### src/rtl/gt_pkg.sv
package gt_pkg;
    localparam int WORD_W = 16;
    localparam int PTR_W  = 6;
    localparam int CTRL_N = 4;

    localparam logic [PTR_W-1:0] VCOM_ADDR = 6'h12;
    localparam logic [PTR_W-1:0] CTRL_BASE = 6'h3C;
    localparam logic [1:0]       RSVD_TAG  = 2'b01;

    typedef enum logic [2:0] {
        LS_IDLE,
        LS_RX,
        LS_RX_ACK,
        LS_TX,
        LS_TX_ACK,
        LS_WAIT
    } link_st_e;

    typedef enum logic [1:0] {
        BK_DEV,
        BK_PTR,
        BK_HI,
        BK_LO
    } byte_kind_e;

    typedef struct packed {
        link_st_e        st;
        byte_kind_e      kind;
        logic [3:0]      bitn;
        logic [7:0]      sh;
        logic [7:0]      hold;
        logic            oe;
        logic            ack;
        logic            rd;
        logic            first;
        logic            half;
        logic [PTR_W-1:0] ptr;
    } link_s;
endpackage

### src/rtl/gt_sync.sv
module gt_sync #(
    parameter int W      = 2,
    parameter int STAGES = 2
) (
    input  logic         clk,
    input  logic         rst_n,
    input  logic [W-1:0] async_i,
    output logic [W-1:0] sync_o,
    output logic [W-1:0] prev_o
);
    for (genvar g = 0; g < W; g++) begin : g_line
        logic [STAGES:0] chain_d, chain_q;

        always_comb begin
            chain_d = {chain_q[STAGES-1:0], async_i[g]};
        end

        always_ff @(posedge clk or negedge rst_n) begin
            if (!rst_n) chain_q <= '1;
            else        chain_q <= chain_d;
        end

        assign sync_o[g] = chain_q[STAGES-1];
        assign prev_o[g] = chain_q[STAGES];
    end
endmodule

### src/rtl/gt_link.sv
module gt_link
    import gt_pkg::*;
#(
    parameter logic [6:0] DEV_ADDR = 7'h2B
) (
    input  logic              clk,
    input  logic              rst_n,
    input  logic              scl_s,
    input  logic              scl_p,
    input  logic              sda_s,
    input  logic              sda_p,
    output logic [PTR_W-1:0]  probe_addr_o,
    input  logic              probe_ok_i,
    output logic [PTR_W-1:0]  rd_addr_o,
    input  logic [WORD_W-1:0] rd_data_i,
    output logic              cmt_en_o,
    output logic [PTR_W-1:0]  cmt_addr_o,
    output logic [WORD_W-1:0] cmt_data_o,
    output logic              cmt_first_o,
    output logic              sda_oe_o
);
    link_s d, q;
    logic  cmt_en;

    logic rise_w, fall_w, start_w, stop_w;
    assign rise_w  =  scl_s & ~scl_p;
    assign fall_w  = ~scl_s &  scl_p;
    assign start_w =  scl_s &  scl_p &  sda_p & ~sda_s;
    assign stop_w  =  scl_s &  scl_p & ~sda_p &  sda_s;

    always_comb begin
        d      = q;
        cmt_en = 1'b0;
        if (stop_w) begin
            d.st = LS_IDLE;
            d.oe = 1'b0;
        end else if (start_w) begin
            d.st   = LS_RX;
            d.kind = BK_DEV;
            d.bitn = 4'd0;
            d.oe   = 1'b0;
        end else begin
            case (q.st)
                LS_RX: begin
                    if (rise_w && q.bitn != 4'd8) begin
                        d.sh   = {q.sh[6:0], sda_s};
                        d.bitn = q.bitn + 4'd1;
                    end else if (fall_w && q.bitn == 4'd8) begin
                        case (q.kind)
                            BK_DEV: begin
                                d.ack = (q.sh[7:1] == DEV_ADDR);
                                d.rd  = q.sh[0];
                            end
                            BK_PTR: begin
                                d.ack = (q.sh[7:6] == 2'b00) && probe_ok_i;
                                if (d.ack) begin
                                    d.ptr   = q.sh[PTR_W-1:0];
                                    d.first = 1'b1;
                                end
                            end
                            BK_HI: begin
                                d.ack  = 1'b1;
                                d.hold = q.sh;
                            end
                            default: begin
                                d.ack   = 1'b1;
                                cmt_en  = 1'b1;
                                d.ptr   = q.ptr + 6'd1;
                                d.first = 1'b0;
                            end
                        endcase
                        d.oe = d.ack;
                        d.st = LS_RX_ACK;
                    end
                end
                LS_RX_ACK: begin
                    if (fall_w) begin
                        d.oe   = 1'b0;
                        d.bitn = 4'd0;
                        if (!q.ack) begin
                            d.st = LS_WAIT;
                        end else begin
                            case (q.kind)
                                BK_DEV: begin
                                    if (q.rd) begin
                                        d.st   = LS_TX;
                                        d.half = 1'b0;
                                        d.sh   = rd_data_i[15:8];
                                        d.hold = rd_data_i[7:0];
                                        d.oe   = ~rd_data_i[15];
                                        d.bitn = 4'd1;
                                    end else begin
                                        d.st   = LS_RX;
                                        d.kind = BK_PTR;
                                    end
                                end
                                BK_PTR: begin
                                    d.st   = LS_RX;
                                    d.kind = BK_HI;
                                end
                                BK_HI: begin
                                    d.st   = LS_RX;
                                    d.kind = BK_LO;
                                end
                                default: begin
                                    d.st   = LS_RX;
                                    d.kind = BK_HI;
                                end
                            endcase
                        end
                    end
                end
                LS_TX: begin
                    if (fall_w) begin
                        if (q.bitn == 4'd8) begin
                            d.oe = 1'b0;
                            d.st = LS_TX_ACK;
                        end else begin
                            d.sh   = {q.sh[6:0], 1'b0};
                            d.oe   = ~q.sh[6];
                            d.bitn = q.bitn + 4'd1;
                        end
                    end
                end
                LS_TX_ACK: begin
                    if (rise_w) begin
                        d.ack = ~sda_s;
                    end else if (fall_w) begin
                        if (!q.ack) begin
                            d.st = LS_WAIT;
                        end else begin
                            d.st   = LS_TX;
                            d.bitn = 4'd1;
                            if (!q.half) begin
                                d.sh   = q.hold;
                                d.half = 1'b1;
                                d.ptr  = q.ptr + 6'd1;
                                d.oe   = ~q.hold[7];
                            end else begin
                                d.sh   = rd_data_i[15:8];
                                d.hold = rd_data_i[7:0];
                                d.half = 1'b0;
                                d.oe   = ~rd_data_i[15];
                            end
                        end
                    end
                end
                default: ;
            endcase
        end
    end

    always_ff @(posedge clk or negedge rst_n) begin
        if (!rst_n) q <= '0;
        else        q <= d;
    end

    assign probe_addr_o = q.sh[PTR_W-1:0];
    assign rd_addr_o    = q.ptr;
    assign cmt_en_o     = cmt_en;
    assign cmt_addr_o   = q.ptr;
    assign cmt_data_o   = {q.hold, q.sh};
    assign cmt_first_o  = q.first;
    assign sda_oe_o     = q.oe;

    AST_OE_RISE_SCL_LOW: assert property (@(posedge clk) disable iff (!rst_n)
        $rose(q.oe) |-> !scl_s);
    AST_DEV_MISS_NACK: assert property (@(posedge clk) disable iff (!rst_n)
        (q.st == LS_RX && q.kind == BK_DEV && fall_w && q.bitn == 4'd8 &&
         q.sh[7:1] != DEV_ADDR && !start_w && !stop_w) |=> !q.oe);
    AST_BAD_PTR_NACK: assert property (@(posedge clk) disable iff (!rst_n)
        (q.st == LS_RX && q.kind == BK_PTR && fall_w && q.bitn == 4'd8 &&
         q.sh[7:6] != 2'b00 && !start_w && !stop_w) |=> !q.oe);
    AST_NACK_RELEASE: assert property (@(posedge clk) disable iff (!rst_n)
        (q.st == LS_TX_ACK && fall_w && !q.ack && !start_w && !stop_w)
        |=> (!q.oe && q.st == LS_WAIT));
endmodule

### src/rtl/gt_regbank.sv
module gt_regbank
    import gt_pkg::*;
#(
    parameter int NUM_DAC = 8,
    parameter int LVL_W   = 10
) (
    input  logic                     clk,
    input  logic                     rst_n,
    input  logic [PTR_W-1:0]         probe_addr_i,
    output logic                     probe_ok_o,
    input  logic [PTR_W-1:0]         rd_addr_i,
    output logic [WORD_W-1:0]        rd_data_o,
    input  logic                     cmt_en_i,
    input  logic [PTR_W-1:0]         cmt_addr_i,
    input  logic [WORD_W-1:0]        cmt_data_i,
    input  logic                     cmt_first_i,
    output logic [NUM_DAC*LVL_W-1:0] dac_o,
    output logic [LVL_W-1:0]         vcom_o,
    output logic [CTRL_N*WORD_W-1:0] ctrl_o
);
    localparam logic [PTR_W:0] DAC_END  = (PTR_W+1)'(NUM_DAC);
    localparam logic [PTR_W:0] CTRL_END = {1'b0, CTRL_BASE} + (PTR_W+1)'(CTRL_N);

    typedef struct packed {
        logic [NUM_DAC-1:0][LVL_W-1:0] dac;
        logic [LVL_W-1:0]              vcom;
        logic [CTRL_N-1:0][WORD_W-1:0] ctrl;
    } bank_s;

    bank_s d, q;

    function automatic logic is_known(input logic [PTR_W-1:0] a);
        is_known = ({1'b0, a} < DAC_END) || (a == VCOM_ADDR) ||
                   ((a >= CTRL_BASE) && ({1'b0, a} < CTRL_END));
    endfunction

    logic cmt_ok;

    always_comb begin
        d      = q;
        cmt_ok = cmt_en_i && (cmt_data_i[15:14] != RSVD_TAG);
        if (cmt_ok) begin
            for (int i = 0; i < NUM_DAC; i++) begin
                if (cmt_addr_i == PTR_W'(i)) d.dac[i] = cmt_data_i[LVL_W-1:0];
            end
            if (cmt_addr_i == VCOM_ADDR) d.vcom = cmt_data_i[LVL_W-1:0];
            if (cmt_first_i) begin
                for (int i = 0; i < CTRL_N; i++) begin
                    if (cmt_addr_i == CTRL_BASE + PTR_W'(i)) d.ctrl[i] = cmt_data_i;
                end
            end
        end
    end

    always_ff @(posedge clk or negedge rst_n) begin
        if (!rst_n) q <= '0;
        else        q <= d;
    end

    always_comb begin
        rd_data_o = '0;
        for (int i = 0; i < NUM_DAC; i++) begin
            if (rd_addr_i == PTR_W'(i)) rd_data_o = WORD_W'(q.dac[i]);
        end
        if (rd_addr_i == VCOM_ADDR) rd_data_o = WORD_W'(q.vcom);
        for (int i = 0; i < CTRL_N; i++) begin
            if (rd_addr_i == CTRL_BASE + PTR_W'(i)) rd_data_o = q.ctrl[i];
        end
    end

    assign probe_ok_o = is_known(probe_addr_i);
    assign dac_o      = q.dac;
    assign vcom_o     = q.vcom;
    assign ctrl_o     = q.ctrl;

    AST_HOLD_NO_COMMIT: assert property (@(posedge clk) disable iff (!rst_n)
        !cmt_en_i |=> $stable(q));
    AST_RSVD_DROP: assert property (@(posedge clk) disable iff (!rst_n)
        (cmt_en_i && cmt_data_i[15:14] == RSVD_TAG) |=> $stable(q));
    AST_CTRL_BURST_DROP: assert property (@(posedge clk) disable iff (!rst_n)
        (cmt_en_i && !cmt_first_i) |=> $stable(q.ctrl));
    AST_UNUSED_DROP: assert property (@(posedge clk) disable iff (!rst_n)
        (cmt_en_i && !is_known(cmt_addr_i)) |=> $stable(q));
endmodule

### src/rtl/gamma_i2c_target.sv
module gamma_i2c_target
    import gt_pkg::*;
#(
    parameter logic [6:0] DEV_ADDR    = 7'h2B,
    parameter int         NUM_DAC     = 8,
    parameter int         LVL_W       = 10,
    parameter int         SYNC_STAGES = 2
) (
    input  logic                     clk,
    input  logic                     rst_n,
    input  logic                     scl_i,
    input  logic                     sda_i,
    output logic                     sda_oe_o,
    output logic [NUM_DAC*LVL_W-1:0] dac_lvl_o,
    output logic [LVL_W-1:0]         vcom_lvl_o,
    output logic [CTRL_N*WORD_W-1:0] ctrl_o
);
    logic [1:0]        line_s, line_p;
    logic [PTR_W-1:0]  probe_addr, rd_addr, cmt_addr;
    logic              probe_ok, cmt_en, cmt_first;
    logic [WORD_W-1:0] rd_data, cmt_data;

    gt_sync #(.W(2), .STAGES(SYNC_STAGES)) u_sync (
        .clk     (clk),
        .rst_n   (rst_n),
        .async_i ({sda_i, scl_i}),
        .sync_o  (line_s),
        .prev_o  (line_p)
    );

    gt_link #(.DEV_ADDR(DEV_ADDR)) u_link (
        .clk          (clk),
        .rst_n        (rst_n),
        .scl_s        (line_s[0]),
        .scl_p        (line_p[0]),
        .sda_s        (line_s[1]),
        .sda_p        (line_p[1]),
        .probe_addr_o (probe_addr),
        .probe_ok_i   (probe_ok),
        .rd_addr_o    (rd_addr),
        .rd_data_i    (rd_data),
        .cmt_en_o     (cmt_en),
        .cmt_addr_o   (cmt_addr),
        .cmt_data_o   (cmt_data),
        .cmt_first_o  (cmt_first),
        .sda_oe_o     (sda_oe_o)
    );

    gt_regbank #(.NUM_DAC(NUM_DAC), .LVL_W(LVL_W)) u_bank (
        .clk          (clk),
        .rst_n        (rst_n),
        .probe_addr_i (probe_addr),
        .probe_ok_o   (probe_ok),
        .rd_addr_i    (rd_addr),
        .rd_data_o    (rd_data),
        .cmt_en_i     (cmt_en),
        .cmt_addr_i   (cmt_addr),
        .cmt_data_i   (cmt_data),
        .cmt_first_i  (cmt_first),
        .dac_o        (dac_lvl_o),
        .vcom_o       (vcom_lvl_o),
        .ctrl_o       (ctrl_o)
    );
endmodule

### config.mk
export PLATFORM = sky130hd
export DESIGN_NAME = gamma_i2c_target
export DESIGN_NICKNAME = d
export VERILOG_FILES = /design/src/rtl/gt_pkg.sv /design/src/rtl/gt_sync.sv /design/src/rtl/gt_link.sv /design/src/rtl/gt_regbank.sv /design/src/rtl/gamma_i2c_target.sv
export SDC_FILE = /design/constraint.sdc
export NUM_CORES = 1
export LEC_CHECK = 0
export BUFFER_PORTS_ARGS = -buffer_cell sky130_fd_sc_hd__buf_2
export CORE_ASPECT_RATIO = 1.5
export CORE_MARGIN = 2
export CORE_UTILIZATION = 60
export CTS_BUF_LIST = sky130_fd_sc_hd__clkbuf_8
export DETAILED_ROUTE_END_ITERATION = 16
export PLACE_DENSITY = 0.83
export SKIP_CTS_REPAIR_TIMING = 1
export SYNTH_ARGS = -nofsm -noshare
export SYNTH_HDL_FRONTEND = slang
export SYNTH_HIERARCHICAL = 1
export SYNTH_SLANG_ARGS = --single-unit
export TNS_END_PERCENT = 100
### constraint.sdc
create_clock -name clk -period 4.5 [get_ports clk]
set_clock_uncertainty 0.15 [all_clocks]
set_input_delay 0.225 -clock clk [delete_from_list [all_inputs] [get_ports clk]]
set_output_delay 0.225 -clock clk [all_outputs]
set_load 0.02 [all_outputs]
==> run metrics <==
floorplan core area roughly 17000 µm²; Avg Inst Size Synth roughly 13 µm²; Main synth FF type dfrtp_1; Critical Path End Type register; post-synthesis mux area share between 20% and 30%; largest net degree at the start of global routing between 100 and 150; Setup WS post-layout about 0.75 ns; mean routed wirelength per cell between 20 and 30 µm; ant diodes 0; register area between 4000 and 5000 µm²; worst hold path type reg2reg; Critical Path Source Type register; DP Cell Count approximately 1100; Yosys warning count 6; post-synthesis xor/xnor area fraction less than 1%; synthesized area around 11000 µm²; GRT Total Usage between 30% and 40%; setup repair after global routing missed its margin no; CP arrival 3.96 ns; CTS Sinks approximately 200; outcome completed; setup tns final 0 ns; H-tree Lvls 4; filler cell count 1221; Fmax approximately 270 MHz; period utilization a little over four fifths; synthesis-stage register bit count 196; row cnt a little under 60; clock slew at reported path FFs about 0.1 ns; Layout Nets approximately 960; Compound-Gate Fraction of Synth Area 10.2%; Max Cap Violations 0; final WL roughly 29 mm; power density cells between 400 and 500 nW/µm²; Final setup viols 0; die width around 110 µm; grt ovf 0; Worst slew margin between 20% and 30%; adder-cell share of the synthesized area less than 1%; Post-Layout Cell Count between 1000 and 1500; Die Ht around 170 µm; post-route ant nets 0; first-pass GRT wire length between 40 and 50 mm; largest family of logic cells by synthesized area multiplexers; syn nets between 800 and 900; Async SR Flop Fraction 100%; 1st-pass router iterations 5; CTS root buf clkbuf_8; CTS tree built; Clock Path Buffers 2; max-slew violation count 0; Iter 0 DRT Violations 648; Crit Path Max Fanout 10; Skew-Pair Late Insertion Delay 0.47 ns; Initial Util 61.3%; DIE AREA around 19000 µm²; WHS about 0.21 ns; sequential fraction of the synthesis area 46.2%; Cells after Synth approximately 840; multi-input gate area in the final layout just over 5000 µm²; CP Class reg2reg; LEAKAGE around 0.0058 µW; HPWL Detailed around 20 mm; Simple-Gate Fraction of Synth Area around 11%; Final Hold Vio Count 0; share of post-route cells with drive strength above 1 45.6%; DP Worst Slack ~0.8 ns; Slew @ Worst Pin about 1.1 ns; DRC errors left 0; initial antenna violation count 0; WP data required 4.71 ns; number of vias per cell ~6.7; routability cong. approximately 0.94; Vias ~7900; Post-synth EDFFs 0; I/O Pins 159; synthesis-to-finish area growth 9.80%; min Tclk post-route 3.75 ns; IO Port Bufs between 150 and 200; Netlist cell types 90; VDD IR max 0.287 mV; vias in the first global route ~8000; total CTS buffers 17
-- metal layers --
metal	vias up	track usage (%)	wire (µm)
met5	-	0	0
met3	106	5.20	1800
li1	3330	-	-
met2	411	53.5	15400
met4	0	17.0	1470
met1	4006	37.6	10800
-- worst paths after layout --
| path | start | end | slack (ns) | cells past startpoint |
|---|---|---|---|---|
| setup / recovery | u_link/q[27] | u_bank/dac_o[5] | 0.75 | 9 |
| hold reg to reg | u_sync/g_line[1].chain_q[0] | u_sync/g_line[1].chain_q[1] | 0.21 | 0 |
| hold / removal | u_sync/g_line[1].chain_q[0] | u_sync/g_line[1].chain_q[1] | 0.21 | 0 |
| min in group asynchronous | rst_n | u_link/q[32] | 0.32 | 2 |
| max in group asynchronous | rst_n | u_bank/dac_o[25] | 2.92 | 3 |
| setup reg to reg | u_link/q[27] | u_bank/dac_o[5] | 0.75 | 9 |
-- cell usage after synthesis, drive strengths merged, types with 8 or more instances --
master | count | area (µm²)
inv | 13 | 48.8
a22o | 11 | 96.3
nand2b | 18 | 118
clkbuf | 8 | 30.0
nor2 | 37 | 189
mux2i | 14 | 140
buf | 70 | 519
nor3b | 8 | 70.1
dfrtp | 190 | 4750
dlygate4sd1 | 10 | 87.6
mux4 | 19 | 428
o21ai | 18 | 90.1
nand3 | 20 | 100
o22ai | 9 | 76.3
nand2 | 31 | 116
a21oi | 34 | 170
a221o | 8 | 80.1
nor3 | 16 | 113
mux2 | 181 | 2140
-- sequential cells by signal, summed over array words and instances, names as in the netlist --
signal	count
u_link/q	12
u_bank/ctrl_o	64
u_link/cmt_addr_o	6
u_link/sda_oe_o	1
u_link/cmt_data_o	16
u_bank/dac_o	80
u_bank/vcom_o	10
u_link/cmt_first_o	1
u_sync/g_line.chain_q	6
-- cell usage in the layout (no fill, tap or decap), drive strengths merged, types with 19 or more instances in the layout --
master / count
dfrtp: 190
mux2: 181
buf: 172
nor2: 37
a21oi: 34
nand2: 31
nand3: 20
mux4: 19
inv: 19
-- worst max-delay path: stages (launching register included) --
cell      delay [ns]
dfrtp_1         0.44
inv_1           0.08
ha_1            0.15
nand3b_1        0.21
nor4_4          0.45
nand2_1         0.10
nor3_1          0.61
nand4_2         0.29
or3_1           0.74
mux2_4          0.43
-- through the flow --
| step | instance area, µm² | util [%] | total power (µW) |
|---|---|---|---|
| finish | 11700 | 67.3 | 5420 |
| global route | 11700 | 67.3 | 5650 |
| CTS | 11600 | 67.1 | 5380 |
| detailed placement | 11200 | 64.5 | 4110 |
| global placement | 11200 | 64.5 | 4090 |
| floorplan | 10600 | - | 3800 |
-- where the power goes --
group	total, µW	switching [µW]	internal [µW]
combinational	1800	1070	732
clock	1270	689	577
sequential	2350	471	1880
-- cell type report --
type                       count  area share (%)
tap                          213            2.28
multi-input combinational    547            43.1
clock inverter                15            1.87
inverter                      13           0.418
timing repair buffer         176            8.18
clock buffer                  17            2.01
sequential                   196            42.1
-- kinds of logic after synthesis --
logic type                 count (synthesis)
DFF                                      196
and+or+nand+nor                          187
buffers and inverters                    101
AOI/OAI and AO/OA                        142
adders and majority gates                  3
muxes                                    214
xor gates and xnor gates                   1
No activity file was read; power rests on OpenSTA's default activity.
